**config.mk**
```make
export PLATFORM = sky130hd
export DESIGN_NAME = readHazardEval
export DESIGN_NICKNAME = d
export VERILOG_FILES = /design/src/rtl/hazEvalPkg.sv /design/src/rtl/hazDatapath.sv /design/src/rtl/hazControl.sv /design/src/rtl/readHazardEval.sv
export SDC_FILE = /design/constraint.sdc
export NUM_CORES = 1
export LEC_CHECK = 0
export ABC_AREA = 1
export BUFFER_PORTS_ARGS = -buffer_cell sky130_fd_sc_hd__buf_2
export CAP_MARGIN = 30
export CORE_ASPECT_RATIO = 2
export CORE_MARGIN = 4
export CORE_UTILIZATION = 47
export DETAILED_ROUTE_END_ITERATION = 7
export PLACE_DENSITY = 0.69
export SLEW_MARGIN = 10
export SYNTH_ARGS = -nofsm -noshare
export SYNTH_HDL_FRONTEND = slang
export SYNTH_HIERARCHICAL = 1
export SYNTH_SLANG_ARGS = --single-unit
```
**constraint.sdc**
```tcl
create_clock -name clk -period 0.93 [get_ports clk]
set_input_delay 0.279 -clock clk [delete_from_list [all_inputs] [get_ports clk]]
set_output_delay 0.279 -clock clk [all_outputs]
set_load 0.005 [all_outputs]
```
**src/rtl/hazEvalPkg.sv**
```systemverilog
package hazEvalPkg;
  localparam int SEL_W = 4;

  typedef struct packed {
    logic             loadKnown;
    logic             loadUnknown;
    logic             loadNone;
    logic [SEL_W-1:0] selIdx;
  } hazStrobe_t;
endpackage

```
**src/rtl/hazDatapath.sv**
```systemverilog
module hazDatapath
  import hazEvalPkg::*;
#(
  parameter int N     = 4,
  parameter int CYC_W = 8,
  parameter int ADV_W = 4,
  parameter int REG_W = 6,
  parameter int PID_W = 4
) (
  input  logic                   clk,
  input  logic                   rstN,
  input  logic [CYC_W-1:0]       curCycle,
  input  logic [N-1:0]           entValid,
  input  logic [N-1:0]           inFlight,
  input  logic [N-1:0]           latUnknown,
  input  logic [N*CYC_W-1:0]     cyclesLeft,
  input  logic [N*CYC_W-1:0]     wbCycle,
  input  logic [N*ADV_W-1:0]     readAdv,
  input  logic [N*REG_W-1:0]     regId,
  input  logic [N*PID_W-1:0]     prodId,
  input  hazStrobe_t             strobe,
  output logic [N-1:0]           knownCand,
  output logic [N-1:0]           unkCand,
  output logic [N*(CYC_W+1)-1:0] remFlat,
  output logic                   hazValid,
  output logic                   hazUnknown,
  output logic [CYC_W:0]         hazCycles,
  output logic [REG_W-1:0]       hazReg
);
  localparam int REM_W = CYC_W + 1;
  localparam int WIDE_W = CYC_W + 2;
  localparam int IDX_W = (N > 1) ? $clog2(N) : 1;

  for (genvar i = 0; i < N; i++) begin : g_entry
    logic [CYC_W-1:0]        cl;
    logic [CYC_W-1:0]        wb;
    logic [ADV_W-1:0]        adv;
    logic [PID_W-1:0]        pid;
    logic signed [WIDE_W-1:0] flightRem;
    logic [CYC_W-1:0]        elapsed;
    logic [CYC_W-1:0]        negAdvWide;
    logic                    compQual;
    logic [CYC_W-1:0]        compRem;
    logic                    dup;
    logic                    live;

    assign cl  = cyclesLeft[i*CYC_W +: CYC_W];
    assign wb  = wbCycle[i*CYC_W +: CYC_W];
    assign adv = readAdv[i*ADV_W +: ADV_W];
    assign pid = prodId[i*PID_W +: PID_W];

    assign flightRem = $signed({2'b00, cl}) -
                       $signed({{(WIDE_W-ADV_W){adv[ADV_W-1]}}, adv});
    assign elapsed    = curCycle - wb;
    assign negAdvWide = {CYC_W{1'b0}} - {{(CYC_W-ADV_W){adv[ADV_W-1]}}, adv};
    assign compQual   = adv[ADV_W-1] && (elapsed < negAdvWide);
    assign compRem    = negAdvWide - elapsed;

    always_comb begin
      dup = 1'b0;
      for (int j = 0; j < i; j++) begin
        if (entValid[j] && (prodId[j*PID_W +: PID_W] == pid)) dup = 1'b1;
      end
    end

    assign live = entValid[i] && !dup;
    assign knownCand[i] = live && (inFlight[i] ? (!latUnknown[i] && (flightRem > 0))
                                               : compQual);
    assign unkCand[i] = live && inFlight[i] && latUnknown[i];
    assign remFlat[i*REM_W +: REM_W] = inFlight[i] ? flightRem[REM_W-1:0]
                                                   : {1'b0, compRem};

    // a completed writer never blocks longer than its advance magnitude
    p_completed_bound_r3: assert property (@(posedge clk) disable iff (!rstN)
      (knownCand[i] && !inFlight[i]) |->
        (remFlat[i*REM_W +: REM_W] <= {1'b0, negAdvWide}));
    // an absent entry produces no candidate
    p_invalid_ignored_r8: assert property (@(posedge clk) disable iff (!rstN)
      !entValid[i] |-> (!knownCand[i] && !unkCand[i]));
  end

  logic [IDX_W-1:0] sel;
  assign sel = strobe.selIdx[IDX_W-1:0];

  always_ff @(posedge clk or negedge rstN) begin
    if (!rstN) begin
      hazValid   <= 1'b0;
      hazUnknown <= 1'b0;
      hazCycles  <= '0;
      hazReg     <= '0;
    end else if (strobe.loadKnown) begin
      hazValid   <= 1'b1;
      hazUnknown <= 1'b0;
      hazCycles  <= remFlat[sel*REM_W +: REM_W];
      hazReg     <= regId[sel*REG_W +: REG_W];
    end else if (strobe.loadUnknown) begin
      hazValid   <= 1'b1;
      hazUnknown <= 1'b1;
      hazCycles  <= '0;
      hazReg     <= regId[sel*REG_W +: REG_W];
    end else begin
      hazValid   <= 1'b0;
      hazUnknown <= 1'b0;
      hazCycles  <= '0;
      hazReg     <= '0;
    end
  end

  // exactly one load decision per cycle
  p_strobe_onehot_r9: assert property (@(posedge clk) disable iff (!rstN)
    $onehot({strobe.loadKnown, strobe.loadUnknown, strobe.loadNone}));
  // a "none" decision shows up after the edge
  p_latency_r9: assert property (@(posedge clk) disable iff (!rstN)
    strobe.loadNone |=> !hazValid);
  // a known reported hazard is strictly positive
  p_known_positive_r2: assert property (@(posedge clk) disable iff (!rstN)
    (hazValid && !hazUnknown) |-> (hazCycles != '0));
  // unknown hazards carry no cycle count
  p_unknown_zero_r5: assert property (@(posedge clk) disable iff (!rstN)
    hazUnknown |-> (hazValid && (hazCycles == '0)));
  // with no hazard every output is cleared
  p_none_clear_r6: assert property (@(posedge clk) disable iff (!rstN)
    !hazValid |-> (!hazUnknown && (hazCycles == '0) && (hazReg == '0)));
endmodule

```
**src/rtl/hazControl.sv**
```systemverilog
module hazControl
  import hazEvalPkg::*;
#(
  parameter int N     = 4,
  parameter int CYC_W = 8
) (
  input  logic [N-1:0]           inFlight,
  input  logic [N-1:0]           knownCand,
  input  logic [N-1:0]           unkCand,
  input  logic [N*(CYC_W+1)-1:0] remFlat,
  output hazStrobe_t             strobe
);
  localparam int REM_W = CYC_W + 1;

  logic             found;
  logic [REM_W-1:0] bestVal;
  logic [SEL_W-1:0] bestIdx;
  logic             anyUnk;
  logic [SEL_W-1:0] unkIdx;

  // Pass 0 scans in-flight entries, pass 1 completed ones; strict compare
  // keeps the earliest entry on a tie.
  always_comb begin
    found   = 1'b0;
    bestVal = '0;
    bestIdx = '0;
    for (int p = 0; p < 2; p++) begin
      for (int i = 0; i < N; i++) begin
        if (knownCand[i] && (inFlight[i] == (p == 0)) &&
            (!found || (remFlat[i*REM_W +: REM_W] > bestVal))) begin
          found   = 1'b1;
          bestVal = remFlat[i*REM_W +: REM_W];
          bestIdx = SEL_W'(i);
        end
      end
    end
  end

  always_comb begin
    anyUnk = 1'b0;
    unkIdx = '0;
    for (int i = N - 1; i >= 0; i--) begin
      if (unkCand[i]) begin
        anyUnk = 1'b1;
        unkIdx = SEL_W'(i);
      end
    end
  end

  always_comb begin
    strobe.loadKnown   = found;
    strobe.loadUnknown = !found && anyUnk;
    strobe.loadNone    = !found && !anyUnk;
    strobe.selIdx      = found ? bestIdx : unkIdx;
  end
endmodule

```
**src/rtl/readHazardEval.sv**
```systemverilog
module readHazardEval
  import hazEvalPkg::*;
#(
  parameter int N     = 4,
  parameter int CYC_W = 8,
  parameter int ADV_W = 4,
  parameter int REG_W = 6,
  parameter int PID_W = 4
) (
  input  logic               clk,
  input  logic               rstN,
  input  logic [CYC_W-1:0]   curCycle,
  input  logic [N-1:0]       entValid,
  input  logic [N-1:0]       inFlight,
  input  logic [N-1:0]       latUnknown,
  input  logic [N*CYC_W-1:0] cyclesLeft,
  input  logic [N*CYC_W-1:0] wbCycle,
  input  logic [N*ADV_W-1:0] readAdv,
  input  logic [N*REG_W-1:0] regId,
  input  logic [N*PID_W-1:0] prodId,
  output logic               hazValid,
  output logic               hazUnknown,
  output logic [CYC_W:0]     hazCycles,
  output logic [REG_W-1:0]   hazReg
);
  localparam int REM_W = CYC_W + 1;

  hazStrobe_t           strobe;
  logic [N-1:0]         knownCand;
  logic [N-1:0]         unkCand;
  logic [N*REM_W-1:0]   remFlat;

  hazDatapath #(.N(N), .CYC_W(CYC_W), .ADV_W(ADV_W), .REG_W(REG_W), .PID_W(PID_W)) u_datapath (
    .clk(clk), .rstN(rstN), .curCycle(curCycle), .entValid(entValid),
    .inFlight(inFlight), .latUnknown(latUnknown), .cyclesLeft(cyclesLeft),
    .wbCycle(wbCycle), .readAdv(readAdv), .regId(regId), .prodId(prodId),
    .strobe(strobe), .knownCand(knownCand), .unkCand(unkCand), .remFlat(remFlat),
    .hazValid(hazValid), .hazUnknown(hazUnknown), .hazCycles(hazCycles), .hazReg(hazReg)
  );

  hazControl #(.N(N), .CYC_W(CYC_W)) u_control (
    .inFlight(inFlight), .knownCand(knownCand), .unkCand(unkCand),
    .remFlat(remFlat), .strobe(strobe)
  );
endmodule

```
==> flow_summary.yaml, run 1 <==
clocking:
  cts_buffers: 3
  cts_max_path_buffers: 2
  cts-root-buf: "clkbuf_16"
  numClockSinks: 17
  cts_max_level: 1
timing:
  worst_endpoint_kind: "sequential cell input"
  grt-worst-endpoint: "u_datapath/hazReg[2]$_DFF_PN0_/D"
placed_design:
  port_buffers: 158
  routabilityCongestion: 1.06
  dpl_cell_area_um2: 14400
  dpl.hpwl_um: 37000
die:
  die_x_um: 108
  rows: 73
  fp.dieH_um: 208
  start_util_pct: 47.5
  ios: 159
status:
  stop_stage: "5_1_grt"
  outcome: "stopped before the end"
  stop_error: "[ERROR GRT-0232] Routing congestion too high. Check the congestion heatmap in the GUI."
synthesis:
  syn-num-nets: 1930
  yosysWarnings: 6
  syn_inst: 1613
  syn_area_um2: 9410
  postSynthAreaPerCell_um2: 5.84
global_routing:
  grt_max_degree: 18
  grt_use_total_pct: 66.2
  gr-total-overflow: 9
[what timing repair did]
item | 4_1_cts
hold buffers | 1
resized for setup | 281
setup endpoints to repair | 34
gates cloned | 11
setup buffers | 84
pin swaps | 86
hold endpoints to repair | 17
[stage by stage]
step	setup slack (ps)	hold slack, ps	std cells	utilization [%]	setup TNS [ps]
detailed placement	-12640	213	2480	72.6	-195880
global placement	-12260	205	2480	72.6	-190140
floorplan	-10180	-16.6	1613	-	-156960
CTS	-11480	303	2578	83.7	-189260
[per-layer routing]
layer	GRT overflow	GRT usage [%]
met4	4	68.0
met3	0	53.7
met2	5	85.7
met1	0	59.8
met5	0	18.4
==> run 2, diff against run 1 <==
--- a/config.mk
+++ b/config.mk
@@ -8,11 +8,10 @@
 export ABC_AREA = 1
 export BUFFER_PORTS_ARGS = -buffer_cell sky130_fd_sc_hd__buf_2
 export CAP_MARGIN = 30
-export CORE_ASPECT_RATIO = 2
 export CORE_MARGIN = 4
-export CORE_UTILIZATION = 47
+export CORE_UTILIZATION = 32
 export DETAILED_ROUTE_END_ITERATION = 7
-export PLACE_DENSITY = 0.69
+export PLACE_DENSITY_LB_ADDON = 0.15
 export SLEW_MARGIN = 10
 export SYNTH_ARGS = -nofsm -noshare
 export SYNTH_HDL_FRONTEND = slang
==> run 2 against run 1 <==
Net effect:
- the flow now finishes, with violations (negative setup slack)
- synthesized cell count did not move
- synthesized area stayed put
==> flow_summary.yaml, run 2 <==
status:
  outcome: "finished, violations left"
  violations: "negative setup slack"
timing:
  clock.fmax_ghz: 0.0814
  report.final.setup_viol: 34
  tns_ps: -180370
  period_share_pct: 1320
  maxSlewViolCount: 0
  fin_crit_ps: 12290
  rsz0062_at_grt: "true"
  setup_slack_ps: -11360
  worst_pin_slew_ps: 486
  whs_ps: 299
  hold_viol: 0
  slew_headroom_pct: 67.3
cells_and_area:
  final_common_cell: "buf_4"
  top_regs: "u_datapath/hazCycles x9, u_datapath/hazReg x6"
  regMostFlops: "u_datapath/hazCycles"
  area_growth_pct: 82.9
  layout.nets: 2657
  num_antenna_cells: 0
  final_cell_mix: "buf_4, nand2_1, inv_1"
  largest_reg_flops: 9
  drive_gt1_share_pct: 47.9
global_routing:
  grt_pass1_wl_um: 64700
  gr-total-overflow: 0
  antenna_found_initial: 0
  grt_max_degree: 18
  grt_pass1_vias: 12800
  grt_use_total_pct: 24.2
die:
  ios: 159
  die-area_um2: 32200
  die_x_um: 180
  start_util_pct: 32.6
  core_um2: 28900
  rows: 62
  fp.dieH_um: 180
worst_setup_path:
  crit_path_end_kind: "flip-flop"
  cp-start-kind: "input port"
  slowest_stage: "o41ai_2"
  max_stage_delay_ps: 420
  cp.required_ps: 1090
  path_class: "input port to flip-flop"
  crit_path_max_fanout: 7
  crit_buf_inv: 22
  cp_top_family: "simple AND/OR/NAND/NOR gates"
  arrival_ps: 12450
  path_common_cell: "nand2_2"
  startpoint: "wbCycle[2]"
power:
  p_int_w: 0.0126
  combPwrFrac_pct: 91.4
  sw_frac_of_total_pct: 48.8
  p_leak_nw: 9.41
  power.density_nw_per_um2: 1430
  clkPwrFrac_pct: 3.7
  p_seq_share_pct: 4.9
  ir_drop_v: 0.000790
  switching_power_w: 0.0120
clocking:
  cts_buffers: 3
  clk_pin_slew_ps: 60
  cts-root-buf: "clkbuf_16"
  cts_tree: "built"
  cts_max_level: 1
  numClockSinks: 17
  cts_max_path_buffers: 2
route:
  ant_nets: 0
  vias_per_cell: 4.81
  drtIter0Drc: 737
  wl_per_cell_um: 15.4
  vias: 13100
  wl_um: 41900
  first_pass_iters: 5
  drc: 0
hold_path:
  min_path_type: "input port to flip-flop"
  holdPathEnd: "u_datapath/hazReg[3]"
  worstHoldStart: "regId[9]"
  hold_depth: 3
placed_design:
  dpl.hpwl_um: 34500
  routabilityCongestion: 0.915
  port_buffers: 158
synthesis:
  yosysWarnings: 6
  postSynthAreaPerCell_um2: 5.84
  syn_area_um2: 9410
  syn-num-nets: 1930
  syn_inst: 1613
run:
  cap_violations: 0
==> run 2: worst max-delay path by stage <==
| stage | slack, ps | end | cells after the start |
|---|---|---|---|
| after floorplan | -10180 | u_datapath/hazReg[1] | 106 |
| after global placement | -11620 | u_datapath/hazCycles[3] | 105 |
| after detailed placement | -11760 | u_datapath/hazReg[4] | 103 |
| after CTS | -10920 | u_datapath/hazReg[4] | 108 |
| after global routing | -12010 | u_datapath/hazReg[2] | 106 |
| final | -11360 | u_datapath/hazCycles[2] | 99 |
==> run 2: metrics by stage <==
| stage | total power, W | instance area [um2] | utilization (%) | instances | setup slack [ps] |
|---|---|---|---|---|---|
| after floorplan | 0.0102 | 9890 | - | 1613 | -10180 |
| after global routing | 0.0266 | 17200 | 59.7 | 2723 | -12010 |
| final | 0.0246 | 17200 | 59.7 | 2723 | -11360 |
| after CTS | 0.0220 | 16400 | 56.9 | 2710 | -10920 |
| after detailed placement | 0.0182 | 14800 | 51.2 | 2637 | -11760 |
| after global placement | 0.0180 | 14800 | 51.2 | 2637 | -11620 |
==> run 2: layout make-up <==
| cell class | instances | area (um2) |
|---|---|---|
| fillers | 2769 | 11600 |
| multi-input cells | 1292 | 9640 |
| repair buffers | 738 | 5430 |
| inverters | 282 | 1120 |
| well taps | 384 | 480 |
| flip-flops and latches | 17 | 425 |
| clock buffers | 3 | 75.1 |
| repair inverters | 6 | 37.5 |
| clock inverters | 1 | 5.00 |
==> run 2: routing by layer <==
| metal | GRT usage, % | vias up | part of all wire (%) |
|---|---|---|---|
| met3 | 2.04 | 74 | 4.6 |
| met5 | 0 | - | 0 |
| met1 | 32.7 | 5982 | 45 |
| li1 | - | 6714 | - |
| met2 | 41.8 | 336 | 47 |
| met4 | 5.85 | 0 | 3.0 |
==> run 2: power by group through the flow <==
stage	Clock, W	Sequential (W)	Combinational, W
6_report	0.000911	0.00120	0.0225
5_1_grt	0.000952	0.00120	0.0245
4_1_cts	0.000922	0.00118	0.0199
3_5_place_dp	0	0.00118	0.0170
3_3_place_gp	0	0.00120	0.0168
2_1_floorplan	0	0.00112	0.00912
==> run 2: timing repair <==
item | CTS | global route
setup endpoints to repair | 34 | 34
pin swaps | 82 | 127
hold endpoints to repair | 17 | 0
resized for setup | 222 | 137
hold buffers | 1 | 0
gates cloned | 12 | 2
setup buffers | 56 | 11
Note: power is estimated with default switching activity, not from simulation.
